### src/rtl/madi_pkg.sv
package madi_pkg;

  typedef enum logic {
    REG_THR  = 1'b0,
    REG_MODE = 1'b1
  } reg_sel_e;

  typedef struct packed {
    logic first_odd;
    logic bleed_en;
    logic pass_en;
  } mode_t;

endpackage

### src/rtl/madi_motion.sv
module madi_motion #(
  parameter int PW   = 8,
  parameter int TAPS = 9,
  parameter int MW   = PW + $clog2(TAPS)
) (
  input  logic [TAPS*PW-1:0] cur_win,
  input  logic [TAPS*PW-1:0] prv_win,
  input  logic [MW-1:0]      prev_mot,
  input  logic               bleed_en,
  output logic [MW-1:0]      eff_mot
);

  logic [PW-1:0] diff [TAPS];
  logic [MW-1:0] sad;
  logic [MW-1:0] decayed;

  for (genvar i = 0; i < TAPS; i++) begin : g_tap
    logic [PW-1:0] a, b;
    assign a = cur_win[i*PW +: PW];
    assign b = prv_win[i*PW +: PW];
    assign diff[i] = (a >= b) ? (a - b) : (b - a);
  end

  always_comb begin
    sad = '0;
    for (int i = 0; i < TAPS; i++) begin
      sad = sad + MW'(diff[i]);
    end
  end

  assign decayed = prev_mot >> 1;
  assign eff_mot = (bleed_en && (decayed > sad)) ? decayed : sad;

endmodule

### src/rtl/madi_bob.sv
module madi_bob #(
  parameter int PW = 8
) (
  input  logic [PW-1:0] up,
  input  logic [PW-1:0] dn,
  output logic [PW-1:0] avg
);

  logic [PW:0] total;

  assign total = {1'b0, up} + {1'b0, dn} + {{PW{1'b0}}, 1'b1};
  assign avg   = total[PW:1];

  always_comb begin
    p_avg_between_r2: assert ((avg >= ((up < dn) ? up : dn)) && (avg <= ((up > dn) ? up : dn)));
  end

endmodule

### src/rtl/madi_core.sv
module madi_core
  import madi_pkg::*;
#(
  parameter int PW      = 8,
  parameter int TAPS    = 9,
  parameter int THR_RST = 32,
  localparam int MW     = PW + $clog2(TAPS)
) (
  input  logic               clk,
  input  logic               rst_n,
  input  logic               cfg_wr,
  input  logic               cfg_sel,
  input  logic [MW-1:0]      cfg_data,
  input  logic               in_valid,
  output logic               in_ready,
  input  logic [TAPS*PW-1:0] cur_win,
  input  logic [TAPS*PW-1:0] prv_win,
  input  logic [PW-1:0]      pix_above,
  input  logic [PW-1:0]      pix_below,
  input  logic [PW-1:0]      pix_opp,
  input  logic [PW-1:0]      pix_orig,
  input  logic               fld_second,
  input  logic               row_odd,
  input  logic [MW-1:0]      prev_motion,
  output logic               out_valid,
  input  logic               out_ready,
  output logic [PW-1:0]      out_pix,
  output logic [MW-1:0]      motion_out
);

  // reset release synchroniser
  logic [1:0] rst_sync;
  logic       rst_q_n;

  always_ff @(posedge clk or negedge rst_n) begin
    if (!rst_n) rst_sync <= 2'b00;
    else        rst_sync <= {rst_sync[0], 1'b1};
  end
  assign rst_q_n = rst_sync[1];

  // control registers
  logic [MW-1:0] thr_q, thr_d;
  mode_t         mode_q, mode_d;
  logic          unused_hi;

  assign unused_hi = ^cfg_data[MW-1:3];

  always_comb begin
    thr_d  = thr_q;
    mode_d = mode_q;
    if (cfg_wr) begin
      if (reg_sel_e'(cfg_sel) == REG_THR) thr_d  = cfg_data;
      else                                mode_d = mode_t'(cfg_data[2:0]);
    end
  end

  always_ff @(posedge clk or negedge rst_q_n) begin
    if (!rst_q_n) begin
      thr_q  <= MW'(THR_RST);
      mode_q <= '0;
    end else begin
      thr_q  <= thr_d;
      mode_q <= mode_d;
    end
  end

  // stage 0 combinational work
  logic [MW-1:0] eff_c;
  logic [PW-1:0] bob_c;
  logic          miss_c;

  madi_motion #(.PW(PW), .TAPS(TAPS), .MW(MW)) u_motion (
    .cur_win  (cur_win),
    .prv_win  (prv_win),
    .prev_mot (prev_motion),
    .bleed_en (mode_q.bleed_en),
    .eff_mot  (eff_c)
  );

  madi_bob #(.PW(PW)) u_bob (
    .up  (pix_above),
    .dn  (pix_below),
    .avg (bob_c)
  );

  assign miss_c = (row_odd != (mode_q.first_odd ^ fld_second)) && !mode_q.pass_en;

  // pipeline control
  logic en1, en2;
  logic s1_v, s1_v_d, s2_v, s2_v_d;
  logic          s1_miss;
  logic [MW-1:0] s1_eff;
  logic [PW-1:0] s1_bob, s1_opp, s1_orig;
  logic [PW-1:0] s2_pix, pix_d;
  logic [MW-1:0] s2_mot;

  assign en2    = !s2_v || out_ready;
  assign en1    = !s1_v || en2;
  assign s1_v_d = en1 ? in_valid : s1_v;
  assign s2_v_d = en2 ? s1_v : s2_v;

  always_comb begin
    if (!s1_miss)            pix_d = s1_orig;
    else if (s1_eff > thr_q) pix_d = s1_bob;
    else                     pix_d = s1_opp;
  end

  always_ff @(posedge clk or negedge rst_q_n) begin
    if (!rst_q_n) begin
      s1_v <= 1'b0;
      s2_v <= 1'b0;
    end else begin
      s1_v <= s1_v_d;
      s2_v <= s2_v_d;
    end
  end

  always_ff @(posedge clk) begin
    if (en1 && in_valid) begin
      s1_eff  <= eff_c;
      s1_miss <= miss_c;
      s1_bob  <= bob_c;
      s1_opp  <= pix_opp;
      s1_orig <= pix_orig;
    end
    if (en2 && s1_v) begin
      s2_pix <= pix_d;
      s2_mot <= s1_eff;
    end
  end

  assign in_ready   = en1;
  assign out_valid  = s2_v;
  assign out_pix    = s2_pix;
  assign motion_out = s2_mot;

  // checks
  p_hold_r9: assert property (@(posedge clk) disable iff (!rst_q_n)
    (out_valid && !out_ready) |=> (out_valid && $stable(out_pix) && $stable(motion_out)));

  p_stall_cause_r9: assert property (@(posedge clk) disable iff (!rst_q_n)
    !in_ready |-> (out_valid && !out_ready && s1_v));

  p_accept_r8: assert property (@(posedge clk) disable iff (!rst_q_n)
    (in_valid && in_ready) |=> s1_v);

  p_advance_r8: assert property (@(posedge clk) disable iff (!rst_q_n)
    (s1_v && (!out_valid || out_ready)) |=> out_valid);

endmodule

### config.mk
export PLATFORM = sky130hd
export DESIGN_NAME = madi_core
export DESIGN_NICKNAME = d
export VERILOG_FILES = /design/src/rtl/madi_pkg.sv /design/src/rtl/madi_motion.sv /design/src/rtl/madi_bob.sv /design/src/rtl/madi_core.sv
export SDC_FILE = /design/constraint.sdc
export NUM_CORES = 1
export LEC_CHECK = 0
export BUFFER_PORTS_ARGS = -buffer_cell sky130_fd_sc_hd__buf_2
export CAP_MARGIN = 10
export CORE_UTILIZATION = 52
export CTS_CLUSTER_DIAMETER = 80
export DETAILED_ROUTE_END_ITERATION = 10
export PLACE_DENSITY = 0.88
export SKIP_CTS_REPAIR_TIMING = 1
export SLEW_MARGIN = 20
export SYNTH_ARGS = -nofsm -noshare
export SYNTH_HDL_FRONTEND = slang
export SYNTH_SLANG_ARGS = --single-unit
### constraint.sdc
create_clock -name clk -period 0.8 [get_ports clk]
set_clock_uncertainty 0.05 [all_clocks]
set_input_delay 0.08 -clock clk [delete_from_list [all_inputs] [get_ports clk]]
set_output_delay 0.08 -clock clk [all_outputs]
set_load 0.02 [all_outputs]
==> run_summary.xml <==
<?xml version="1.0" encoding="UTF-8"?>
<metrics>
  <group name="critical_path">
    <metric name="critical_path.startpoint" unit="">cur_win[8]</metric>
    <metric name="cp-endpoint" unit="">s1_eff[0]</metric>
    <metric name="cp.arrival" unit="ns">7.74</metric>
    <metric name="cpPeakStageDelay" unit="ns">0.61</metric>
    <metric name="cp_data_required_time" unit="ns">0.84</metric>
    <metric name="critical_path.startpoint_type" unit="">input pin</metric>
    <metric name="reg2reg_slack" unit="ns">-1.72</metric>
    <metric name="crit_path_max_fanout" unit="">4</metric>
    <metric name="cp-end-kind" unit="">register</metric>
    <metric name="timing.setup.critical_path_class" unit="">input pin to register</metric>
    <metric name="reg2reg_to" unit="">out_pix[2]</metric>
    <metric name="ff2ff_path_depth" unit="">9</metric>
    <metric name="critical_r2r_launch" unit="">thr_q[5]</metric>
    <metric name="critical-path-slowest-cell" unit="">fa_2</metric>
  </group>
  <group name="floorplan">
    <metric name="floorplan_core_area" unit="sq mm">0.0211</metric>
    <metric name="die_height" unit="microns">149</metric>
    <metric name="fp-row-count" unit="">53</metric>
    <metric name="die_outline_area" unit="sq mm">0.0221</metric>
    <metric name="floorplan.die.width" unit="microns">149</metric>
    <metric name="initial_utilization" unit="%">53.2</metric>
    <metric name="design.portCount" unit="">230</metric>
  </group>
  <group name="global_routing">
    <metric name="first_global_vias" unit="">11400</metric>
    <metric name="grt_remaining_overflow" unit="">0</metric>
    <metric name="grt_max_degree" unit="">19</metric>
    <metric name="grt_use_total" unit="%">29.2</metric>
    <metric name="grt_first_pass_wirelength" unit="microns">51700</metric>
    <metric name="antenna_found_initial" unit="">7</metric>
  </group>
  <group name="route">
    <metric name="dr.first_iter.drc_count" unit="">562</metric>
    <metric name="route.antenna.remaining_nets" unit="">0</metric>
    <metric name="drc" unit="">0</metric>
    <metric name="drt-pass1-iter-count" unit="">7</metric>
    <metric name="post_drt_wl_per_cell" unit="microns">17.6</metric>
    <metric name="via_count" unit="">11500</metric>
    <metric name="via_per_inst" unit="">5.50</metric>
    <metric name="postRouteWirelength" unit="microns">37000</metric>
  </group>
  <group name="timing">
    <metric name="finalSetupViolCount" unit="">121</metric>
    <metric name="final_critical_path_setup_slack" unit="ns">-6.90</metric>
    <metric name="grt_setup_unrepaired" unit="">true</metric>
    <metric name="final_max_slew_viol_count" unit="">0</metric>
    <metric name="ratio_of_final_minimum_period_to_clock_period" unit="%">963</metric>
    <metric name="final-hold-violation-count" unit="">2</metric>
    <metric name="holdWs" unit="ns">-0.0243</metric>
    <metric name="final_period_minus_worst_setup_slack" unit="ns">7.70</metric>
    <metric name="maximum_clock_rate" unit="GHz">0.130</metric>
  </group>
  <group name="power">
    <metric name="switching_share_of_power" unit="%">44.6</metric>
    <metric name="internal_power" unit="mW">42.9</metric>
    <metric name="power.share.sequential" unit="%">8.5</metric>
    <metric name="max-vdd-ir-drop" unit="uV">7670</metric>
    <metric name="power_per_cell_area" unit="mW/mm^2">4670</metric>
    <metric name="power_leakage" unit="nW">8.79</metric>
    <metric name="power_frac_clock" unit="%">5.2</metric>
    <metric name="comb_power_share" unit="%">86.3</metric>
    <metric name="total_power" unit="mW">77.4</metric>
    <metric name="netSwitchingPower" unit="mW">34.5</metric>
  </group>
  <group name="finish">
    <metric name="layout-area-overhead-vs-synth" unit="%">47.7</metric>
    <metric name="most_common_library_cell_in_the_layout_ignoring_fill_and_taps" unit="">buf_4</metric>
    <metric name="final_cells" unit="">2099</metric>
    <metric name="final_layout_size_suffix_gt1_share" unit="%">39.3</metric>
    <metric name="finish.net_count" unit="">2276</metric>
    <metric name="most-common-layout-cells" unit="">buf_4 (324), inv_1 (240), buf_2 (201), ha_1 (177), a21oi_1 (73)</metric>
    <metric name="post_layout_instance_area" unit="sq mm">0.0166</metric>
  </group>
  <group name="status">
    <metric name="violations_in_the_final_reports" unit="">negative hold slack, negative setup slack</metric>
    <metric name="result_of_the_run" unit="">finished, violations left</metric>
  </group>
  <group name="place">
    <metric name="dp.cells" unit="">2030</metric>
    <metric name="io_buffer_count" unit="">228</metric>
    <metric name="dp_worst_setup_slack" unit="ns">-7.36</metric>
    <metric name="place_hpwl" unit="microns">27900</metric>
    <metric name="cell_area_reported_after_detailed_placement" unit="sq mm">0.0153</metric>
    <metric name="rd_place_congestion" unit="">0.935</metric>
  </group>
  <group name="synthesis">
    <metric name="async_reset_ff_share" unit="%">25.0</metric>
    <metric name="netlist-cell-type-count" unit="">67</metric>
    <metric name="yosysSeqAreaShare" unit="%">19.5</metric>
    <metric name="synth_warnings" unit="">0</metric>
    <metric name="syn_area_per_cell" unit="sq um">9.15</metric>
    <metric name="synth.cell_area" unit="sq mm">0.0112</metric>
    <metric name="syn_inst" unit="">1225</metric>
    <metric name="synth_fp_nets" unit="">1686</metric>
    <metric name="postSynth.topFlopCell" unit="">edfxtp_1</metric>
    <metric name="synth_seq_cells" unit="">76</metric>
    <metric name="synth_enable_flop_cells" unit="">57</metric>
  </group>
  <group name="cts">
    <metric name="clkSlewWorstSetupHoldPaths" unit="ns">0.05</metric>
    <metric name="max_buffers_root_to_sink" unit="">2</metric>
    <metric name="cts_inserted_buffers" unit="">9</metric>
    <metric name="clock_tree_root_driver_cell" unit="">clkbuf_16</metric>
    <metric name="htreeDepth" unit="">3</metric>
    <metric name="clock_tree_from_tritoncts" unit="">done</metric>
    <metric name="tritoncts_num_sinks" unit="">76</metric>
    <metric name="clock_latency_reported_for_the_late_side_of_the_worst_skew_pair" unit="ns">0.34</metric>
  </group>
  <group name="worst_hold_path">
    <metric name="min_path_type" unit="">input pin to register</metric>
  </group>
  <group name="run">
    <metric name="cap_violations" unit="">0</metric>
  </group>
</metrics>
[stage by stage]
stage,util (%),TNS (ns)
global placement,72.4,-120.52
detailed placement,72.4,-129.58
finish,78.5,-134.59
CTS,73.8,-128.81
global route,78.5,-141.52
floorplan,-,-124.74
[power by group through the flow]
stage | Clock (mW) | Sequential, mW | Combinational (mW)
floorplan | 0 | 6.90 | 40.8
global placement | 0 | 6.44 | 55.3
detailed placement | 0 | 6.44 | 57.0
CTS | 4.01 | 6.38 | 57.1
global route | 4.22 | 6.52 | 68.6
finish | 4.04 | 6.54 | 66.8
[cell families (layout without fill, tap and decap cells)]
family / after synthesis / in the layout / share of synthesized area (%)
AOI/OAI and AO/OA: 278 / 278 / 17.1
xor gates and xnor gates: 73 / 73 / 5.70
adders and majority gates: 253 / 253 / 32.7
buffers and inverters: 276 / 871 / 9.53
DFF: 76 / 76 / 19.5
muxes: 69 / 69 / 6.38
other: 1 / 5 / 0.0335
and+or+nand+nor: 199 / 199 / 8.97
[state kept, by name, summed over array words and instances, names as in the netlist, 2 cells and up]
| name | flops |
|---|---|
| thr_q | 12 |
| s1_eff | 12 |
| motion_out | 12 |
| out_pix | 8 |
| s1_opp | 8 |
| s1_orig | 8 |
| rst_sync | 2 |
| mode_q | 3 |
| s1_bob | 8 |
[cells in the mapped netlist, types with 5 or more instances]
library cell	count	area share [%]
nand3_1	21	0.94
mux2_2	19	1.9
o21a_1	5	0.33
edfxtp_1	57	15
xor2_1	33	2.6
and2_1	6	0.33
a21o_1	43	2.9
ha_1	186	21
nand3b_1	13	0.87
buf_2	14	0.63
a21oi_1	84	3.8
a21oi_2	6	0.47
nor3_1	10	0.45
nor2_1	39	1.3
xnor2_1	40	3.1
nand2b_1	10	0.56
inv_1	246	8.2
o21ai_0	43	1.9
clkbuf_1	9	0.30
or3_1	7	0.39
a21boi_0	5	0.33
a31oi_1	19	1.1
o211ai_1	10	0.67
mux2i_1	49	4.4
nor2b_1	8	0.45
dfrtp_1	18	4.0
nand2_1	57	1.9
fa_1	67	12
o21bai_1	8	0.54
a211oi_1	11	0.74
nand4_1	16	0.89
[worst max-delay path, delay by kind of cell]
kind	cells	cell delay [ns]
muxes	2	0.65
AOI/OAI and AO/OA	13	2.35
adders and majority gates	9	3.40
and+or+nand+nor	4	0.53
xor gates and xnor gates	2	0.47
buffers and inverters	4	0.24
[layout make-up]
cell class	instances	area (sq um)
multi-input cells	873	8330
repair buffers	609	4450
well taps	275	344
fillers	1219	4530
diodes	4	10.0
clock inverters	5	51.3
inverters	246	938
flip-flops and latches	76	2190
clock buffers	11	243
[how the worst min path moves through the flow]
stage,start,depth (start not counted),slack [ns],end
floorplan,rst_n,0,-0.27,rst_sync[0]
global placement,rst_n,1,-0.18,rst_sync[0]
detailed placement,rst_n,1,-0.18,rst_sync[0]
CTS,rst_n,1,-0.54,rst_sync[0]
global route,cfg_data[0],2,-0.03,mode_q[0]
finish,cfg_data[0],2,-0.02,mode_q[0]
[metal layers]
metal	track usage [%]	wire [microns]	share of wire (%)
met1	31.0	13200	36
met2	56.8	19800	54
met3	4.10	2180	5.9
met4	12.3	1750	4.7
met5	0	36	0.097
Power figures use the tool's default switching activity.
